## src/rtl/masked_crc_pkg.sv

```systemverilog
// Shared definitions for the masked row CRC block.
// Assumes a 32-bit reflected CRC; the polynomial is passed in by the caller.
package masked_crc_pkg;

    localparam int CRC_W = 32;

    typedef logic [CRC_W-1:0] crc_t;

    localparam crc_t CRC_ONES = '1;

    // One serial CRC step: fold a bit into bit 0, shift right, reduce.
    function automatic crc_t crc_step(input crc_t rem, input logic b, input crc_t poly);
        crc_t t;
        logic fb;
        t     = rem;
        t[0]  = t[0] ^ b;
        fb    = t[0];
        t     = t >> 1;
        if (fb) begin
            t = t ^ poly;
        end
        return t;
    endfunction

endpackage

```

## src/rtl/mrc_mask_table.sv

```systemverilog
// Mask storage: NUM_MASKS row-wide masks written whole, read one bit at a time.
// Assumes a read index at or above NUM_MASKS means "all-zero mask".
module mrc_mask_table #(
    parameter int ROW_BITS  = 274,
    parameter int NUM_MASKS = 6,
    parameter int IDX_W     = 3,
    parameter int POS_W     = 9
) (
    input  logic                clk,
    input  logic                rst_n,
    input  logic                wr_en,
    input  logic [IDX_W-1:0]    wr_idx,
    input  logic [ROW_BITS-1:0] wr_data,
    input  logic [IDX_W-1:0]    rd_idx,
    input  logic [POS_W-1:0]    rd_pos,
    output logic                rd_bit
);

    logic [ROW_BITS-1:0] entry_q [NUM_MASKS];

    for (genvar g = 0; g < NUM_MASKS; g++) begin : g_entry
        // Hold one mask entry; cleared by reset, replaced on a matching write.
        always_ff @(posedge clk) begin
            if (!rst_n) begin
                entry_q[g] <= '0;
            end else if (wr_en && (wr_idx == IDX_W'(g))) begin
                entry_q[g] <= wr_data;
            end
        end
    end

    // Select the addressed entry and position; unknown entries read as zero.
    always_comb begin
        rd_bit = 1'b0;
        for (int k = 0; k < NUM_MASKS; k++) begin
            if ((rd_idx == IDX_W'(k)) && (rd_pos < POS_W'(ROW_BITS))) begin
                rd_bit = entry_q[k][rd_pos];
            end
        end
    end

endmodule

```

## src/rtl/mrc_row_seq.sv

```systemverilog
// Row sequencer: tracks the open row, bit position, selector and row count,
// decides which input bits are accepted, and raises done after the last row.
// Assumes start has priority over every other input and done freezes intake.
module mrc_row_seq #(
    parameter int ROW_BITS = 274,
    parameter int NUM_ROWS = 98,
    parameter int IDX_W    = 3,
    parameter int POS_W    = 9,
    parameter int ROW_W    = 7
) (
    input  logic             clk,
    input  logic             rst_n,
    input  logic             start,
    input  logic             row_start,
    input  logic [IDX_W-1:0] row_sel,
    input  logic             bit_valid,
    output logic             take,
    output logic             last_bit,
    output logic [POS_W-1:0] cur_pos,
    output logic [IDX_W-1:0] cur_sel,
    output logic             done
);

    localparam logic [POS_W-1:0] LAST_POS = POS_W'(ROW_BITS - 1);
    localparam logic [ROW_W-1:0] LAST_ROW = ROW_W'(NUM_ROWS - 1);

    logic             open_q;
    logic [POS_W-1:0] pos_q;
    logic [IDX_W-1:0] sel_q;
    logic [ROW_W-1:0] row_cnt_q;
    logic             done_q;
    logic             active;
    logic             opening;
    logic             final_row;

    // Decode this cycle's intake: which position and selector apply, and whether the bit counts.
    always_comb begin
        active    = !start && !done_q;
        opening   = active && row_start;
        cur_pos   = opening ? '0 : pos_q;
        cur_sel   = opening ? row_sel : sel_q;
        take      = active && bit_valid && (opening || open_q);
        last_bit  = (cur_pos == LAST_POS);
        final_row = (row_cnt_q == LAST_ROW);
    end

    // Advance the row state: open, step the position, close after the last bit.
    always_ff @(posedge clk) begin
        if (!rst_n || start) begin
            open_q    <= 1'b0;
            pos_q     <= '0;
            sel_q     <= '0;
            row_cnt_q <= '0;
        end else if (!done_q) begin
            if (opening) begin
                open_q <= 1'b1;
                sel_q  <= row_sel;
                pos_q  <= '0;
            end
            if (take) begin
                pos_q <= cur_pos + POS_W'(1);
                if (last_bit) begin
                    open_q    <= 1'b0;
                    row_cnt_q <= row_cnt_q + ROW_W'(1);
                end
            end
        end
    end

    // Raise done when the last bit of the final row is accepted; clear on start.
    always_ff @(posedge clk) begin
        if (!rst_n || start) begin
            done_q <= 1'b0;
        end else if (take && last_bit && final_row) begin
            done_q <= 1'b1;
        end
    end

    assign done = done_q;

endmodule

```

## src/rtl/mrc_crc_engine.sv

```systemverilog
// Serial CRC engine: folds one masked bit per accepted cycle and, on a row's
// last bit, the PAD_N zero pad bits in the same cycle.
// Assumes init and bit_en are never high together in a way that matters: init wins.
module mrc_crc_engine
    import masked_crc_pkg::*;
#(
    parameter crc_t POLY  = 32'hEDB88320,
    parameter int   PAD_N = 6
) (
    input  logic clk,
    input  logic rst_n,
    input  logic init,
    input  logic bit_en,
    input  logic bit_in,
    input  logic pad_en,
    output crc_t crc_out
);

    crc_t rem_q;
    crc_t after_bit;
    crc_t after_pad;

    // Fold the data bit when enabled.
    always_comb begin
        after_bit = bit_en ? crc_step(rem_q, bit_in, POLY) : rem_q;
    end

    if (PAD_N > 0) begin : g_pad
        crc_t padded;
        // Chain PAD_N zero-bit steps after the data bit.
        always_comb begin
            padded = after_bit;
            for (int k = 0; k < PAD_N; k++) begin
                padded = crc_step(padded, 1'b0, POLY);
            end
            after_pad = pad_en ? padded : after_bit;
        end
    end else begin : g_nopad
        // Rows already byte aligned: nothing to fold.
        always_comb begin
            after_pad = after_bit;
        end
    end

    // Hold the remainder; reload to all ones on reset or init.
    always_ff @(posedge clk) begin
        if (!rst_n || init) begin
            rem_q <= CRC_ONES;
        end else begin
            rem_q <= after_pad;
        end
    end

    assign crc_out = rem_q ^ CRC_ONES;

endmodule

```

## src/rtl/masked_row_crc.sv

```systemverilog
// Top: CRC32 over serially read rows, each bit gated by a per-row mask,
// each row zero-padded to whole bytes inside the CRC.
// Assumes bits arrive LSB first within the row, row_start precedes or
// coincides with bit 0, and masks are loaded before the rows that use them.
module masked_row_crc
    import masked_crc_pkg::*;
#(
    parameter int   ROW_BITS  = 274,
    parameter int   NUM_ROWS  = 98,
    parameter int   NUM_MASKS = 6,
    parameter crc_t POLY      = 32'hEDB88320,
    localparam int  IDX_W     = (NUM_MASKS > 1) ? $clog2(NUM_MASKS) : 1,
    localparam int  CW        = CRC_W
) (
    input  logic                clk,
    input  logic                rst_n,
    input  logic                start,
    input  logic                mask_wr_en,
    input  logic [IDX_W-1:0]    mask_wr_idx,
    input  logic [ROW_BITS-1:0] mask_wr_data,
    input  logic                row_start,
    input  logic [IDX_W-1:0]    row_sel,
    input  logic                bit_valid,
    input  logic                bit_data,
    output logic [CW-1:0]       crc_out,
    output logic                done
);

    localparam int PAD_BITS = ((ROW_BITS + 7) / 8) * 8;
    localparam int PAD_N    = PAD_BITS - ROW_BITS;
    localparam int POS_W    = $clog2(ROW_BITS + 1);
    localparam int ROW_W    = $clog2(NUM_ROWS + 1);

    logic             take;
    logic             last_bit;
    logic [POS_W-1:0] cur_pos;
    logic [IDX_W-1:0] cur_sel;
    logic             mask_bit;
    logic             gated_bit;

    mrc_row_seq #(
        .ROW_BITS(ROW_BITS),
        .NUM_ROWS(NUM_ROWS),
        .IDX_W   (IDX_W),
        .POS_W   (POS_W),
        .ROW_W   (ROW_W)
    ) u_seq (
        .clk      (clk),
        .rst_n    (rst_n),
        .start    (start),
        .row_start(row_start),
        .row_sel  (row_sel),
        .bit_valid(bit_valid),
        .take     (take),
        .last_bit (last_bit),
        .cur_pos  (cur_pos),
        .cur_sel  (cur_sel),
        .done     (done)
    );

    mrc_mask_table #(
        .ROW_BITS (ROW_BITS),
        .NUM_MASKS(NUM_MASKS),
        .IDX_W    (IDX_W),
        .POS_W    (POS_W)
    ) u_masks (
        .clk    (clk),
        .rst_n  (rst_n),
        .wr_en  (mask_wr_en),
        .wr_idx (mask_wr_idx),
        .wr_data(mask_wr_data),
        .rd_idx (cur_sel),
        .rd_pos (cur_pos),
        .rd_bit (mask_bit)
    );

    // Gate the incoming bit with its mask bit.
    always_comb begin
        gated_bit = bit_data & mask_bit;
    end

    mrc_crc_engine #(
        .POLY (POLY),
        .PAD_N(PAD_N)
    ) u_crc (
        .clk    (clk),
        .rst_n  (rst_n),
        .init   (start),
        .bit_en (take),
        .bit_in (gated_bit),
        .pad_en (take && last_bit),
        .crc_out(crc_out)
    );

endmodule

```

## config.mk

```make
export PLATFORM = sky130hd
export DESIGN_NAME = masked_row_crc
export DESIGN_NICKNAME = d
export VERILOG_FILES = /design/src/rtl/masked_crc_pkg.sv /design/src/rtl/mrc_mask_table.sv /design/src/rtl/mrc_row_seq.sv /design/src/rtl/mrc_crc_engine.sv /design/src/rtl/masked_row_crc.sv
export SDC_FILE = /design/constraint.sdc
export NUM_CORES = 2
export LEC_CHECK = 0
export BUFFER_PORTS_ARGS = -buffer_cell sky130_fd_sc_hd__buf_4
export CAP_MARGIN = 40
export CELL_PAD_IN_SITES_DETAIL_PLACEMENT = 0
export CELL_PAD_IN_SITES_GLOBAL_PLACEMENT = 2
export CORE_ASPECT_RATIO = 1.1
export CORE_UTILIZATION = 47
export DETAILED_ROUTE_END_ITERATION = 16
export PLACE_DENSITY_LB_ADDON = 0.1
export SYNTH_ARGS = -nofsm -noshare
export SYNTH_HDL_FRONTEND = slang
export SYNTH_SLANG_ARGS = --single-unit
```

## constraint.sdc

```tcl
create_clock -name clk -period 40.6 [get_ports clk]
set_input_delay 2.03 -clock clk [delete_from_list [all_inputs] [get_ports clk]]
set_output_delay 2.03 -clock clk [all_outputs]
set_load 0.01 [all_outputs]
```

==> metrics.txt <==
fraction of layout cells with a size suffix above 1=14.4%; netlist area before placement=80100 µm²; delay contributed by the slowest stage of the critical path=0.75 ns; R2R setup slack=32.84 ns; max frequency=121 MHz; antenna-violating nets left=0; cell type of the slowest stage on the worst timing path=sky130_fd_sc_hd__a311oi_4; kind of path behind the tightest hold check=flip-flop to flip-flop; area leader, netlist=sky130_fd_sc_hd__edfxtp_1; total number of vias=54782; number of buffers inserted by port buffering=319; Setup Buffers After CTS=0; number of fill cells=14426; count of H-tree levels built during CTS=4; number of I/O pins=320; DRC viols=0; mean cell area of the mapped netlist=12.8 µm²; synthesized flop and latch total=1697; Final period util=20.4%; number of rows created at floorplan=158; Bufs on Longest Clock Path=3; type of the worst setup path=input pin to flip-flop; area taken by flip-flops and latches=50400 µm²; worst IR drop on VDD=51.1 µV; origin of the worst setup path=row_start; die area=172000 µm²; crit-path most repeated cell=sky130_fd_sc_hd__buf_4; half-perimeter wire length after placement=184000 µm; unrepaired setup endpoints after global routing=no; height of the die=435 µm; critical path capture point type=flip-flop; clock buffer count from CTS=183; Final Hold Slack=0.485 ns; P&R area growth vs syn=12.9%; post-synth top area share=61.6%; required time at the worst-slack endpoint=41.31 ns; Slew @ Worst Pin=1.23 ns; most area-consuming cells after synthesis=sky130_fd_sc_hd__edfxtp_1 62%, sky130_fd_sc_hd__and2_1 13%, sky130_fd_sc_hd__mux2i_1 2.8%; setup TNS after final layout=0 ns; post-CTS resize count=0; overall routed net length=292000 µm; type of origin of the critical path=input pin; Nets=6715; drt via density=6.22; final-report setup violation count=0; Post-Synthesis Net Count=6529; overall routing resource usage=33.5%; post-CTS clock slew at the launch and capture registers of the worst setup and hold paths=0.06 ns; core area=169000 µm²; number of hold-repair buffers added at the cts stage=0; slew margin rel.=17.9%; detailed-route wire length per cell=33.1 µm; cell count after synthesis=6238; arrival time at the worst endpoint=8.97 ns; antenna violations before repair=23; sink count of the clock tree=1697; Overall Power=3.94 mW; count of flip-flops with a built-in enable after synthesis=1644; fraction of the yosys area taken by sequential cells=62.9%; vias in the first global route=52305; Max Cap Viol=0; violation count after the first detailed-route iteration=6979; Main synth FF type=sky130_fd_sc_hd__edfxtp_1; clock tree from TritonCTS=built; initial standard-cell utilization of the core=47.4%; Pins Over Slew Limit=0; pin count of the biggest net entering global routing=199; post-route minimum period=8.26 ns; total power density per cell area=43.5 nW/µm²; post-placement worst setup slack=31.78 ns; Async SR Flop Fraction=0%; clock network latency to the later pin of the worst-skew pair=0.85 ns; sequence of cells on the critical path=buf_4 > nor3b_4 > buf_12 > buf_4 > nor3_1 > buf_4 > a221oi_1 > a32oi_1 > a31oi_1 > o31ai_1 > a21bo_2 > a41o_1 > a311oi_4 > nor3_1 > a2111o_1 > nor3_4 > or3b_1 > o311ai_1 > nor2_1; leakage power=31.7 nW; clock tree root buffer cell=sky130_fd_sc_hd__clkbuf_16; total congestion overflow after global routing=0; termination of the worst setup path=u_crc.rem_q[23]; x dimension of the die=396 µm; PnR worst setup slack=32.34 ns; Routability Congestion=0.912; total iterations of the first detailed-routing run=7; worst clock skew=0.0259 ns; global-route wire length before repair=409000 µm; final count of hold timing violations=0; number of cells on the worst reg-to-reg path=17; area of combinational cells with multiple inputs=27200 µm²; synth warn=0; status=finished, final reports clean; end of the worst register-to-register path=u_crc.rem_q[23]; maximum fanout count along the critical path=77; launch point of the worst reg-to-reg path=u_seq.pos_q[0]; number of different library cells in the post-synthesis netlist=103
## sequential cells by signal, indices dropped and copies added, names as in the netlist
name	cells
u_seq.open_q	1
u_seq.row_cnt_q	7
u_masks.entry_q	1644
u_seq.sel_q	3
u_crc.rem_q	32
u_seq.done	1
u_seq.pos_q	9
## placed cells by master, fill, tap and decap left out, drive strengths merged, types with 37 or more instances in the layout
cell type	n
and2	1661
a21oi	190
nand2	306
o221ai	71
mux2	111
buf	480
o22ai	78
inv	73
dfxtp	53
o211ai	53
nor3	60
mux2i	223
xnor2	50
nand3	65
and3	37
edfxtp	1644
a221oi	46
clkinv	66
a211oi	82
a31oi	68
clkbuf	249
nor2	237
o21ai	170
mux4	66
## report_power, final
part | total [mW] | switching [mW] | internal, mW
registers | 2.07 | 0.0315 | 2.03
clock network | 1.60 | 0.701 | 0.897
logic | 0.272 | 0.188 | 0.0844
## synth_stat cells, types with 50 or more instances
cell	number
sky130_fd_sc_hd__and2_1	1657
sky130_fd_sc_hd__edfxtp_1	1644
sky130_fd_sc_hd__nand2_1	301
sky130_fd_sc_hd__clkbuf_1	251
sky130_fd_sc_hd__nor2_1	235
sky130_fd_sc_hd__mux2i_1	223
sky130_fd_sc_hd__a21oi_1	190
sky130_fd_sc_hd__o21ai_0	153
sky130_fd_sc_hd__buf_2	114
sky130_fd_sc_hd__mux2_2	110
sky130_fd_sc_hd__a211oi_1	81
sky130_fd_sc_hd__o22ai_1	78
sky130_fd_sc_hd__o221ai_1	69
sky130_fd_sc_hd__a31oi_1	68
sky130_fd_sc_hd__inv_1	68
sky130_fd_sc_hd__mux4_2	66
sky130_fd_sc_hd__nand3_1	63
sky130_fd_sc_hd__buf_4	60
sky130_fd_sc_hd__nor3_1	59
sky130_fd_sc_hd__dfxtp_1	53
sky130_fd_sc_hd__o211ai_1	53
sky130_fd_sc_hd__xnor2_1	50
## logic make-up (layout without fill, tap and decap cells)
family	count (synthesis)	in the layout	synth area share [%]
simple gates	2513	2513	17.9
flops	1697	1697	62.9
compound gates	1002	1002	8.73
buf+inv	552	879	3.38
mux	400	400	6.20
xor+xnor	70	70	0.818
fa+ha+maj	4	4	0.0625
other cells	0	6	0
## worst min-delay path by stage
stage / endpoint / depth (start not counted) / slack, ns / startpoint
6_report: u_seq.sel_q[2] / 2 / 0.48 / u_seq.sel_q[2]
5_1_grt: u_seq.sel_q[2] / 2 / 0.50 / u_seq.sel_q[2]
4_1_cts: u_seq.sel_q[2] / 2 / 0.48 / u_seq.sel_q[2]
3_5_place_dp: u_seq.sel_q[2] / 2 / 0.47 / u_seq.sel_q[2]
3_3_place_gp: u_seq.sel_q[2] / 2 / 0.46 / u_seq.sel_q[2]
2_1_floorplan: u_seq.sel_q[2] / 2 / 0.45 / u_seq.sel_q[2]
## final cells by class
type                       count  area share (%)
sequential                  1697            55.8
timing repair buffer         481            4.63
antenna                        6          0.0166
tap                         2240            3.10
inverter                      72           0.304
clock inverter                77           0.671
clock buffer                 249            5.46
multi-input combinational   3989            30.1
## metal layers
metal,wire length [µm],up-vias,share of wire [%],GRT usage [%]
li1,-,23237,-,-
met1,119000,27991,41,46.8
met2,132000,3018,45,51.3
met3,29100,528,10,6.92
met4,11800,8,4.0,13.0
met5,61,-,0.021,0.140
## per-stage QoR
stage                     utilization (%)  cell area (µm²)  std cells
after detailed placement             50.2            84900       8476
after global routing                 53.5            90500       8805
after floorplan                         -            80100       6238
final                                53.5            90500       8811
after CTS                            53.5            90400       8802
after global placement               49.8            84300       8439
## worst max-delay path: cells and delay by family
kind,cells,cell delay (ns)
compound gates,9,3.46
simple gates,6,1.74
buf+inv,4,1.52
Note: power is estimated with default switching activity, not from simulation.
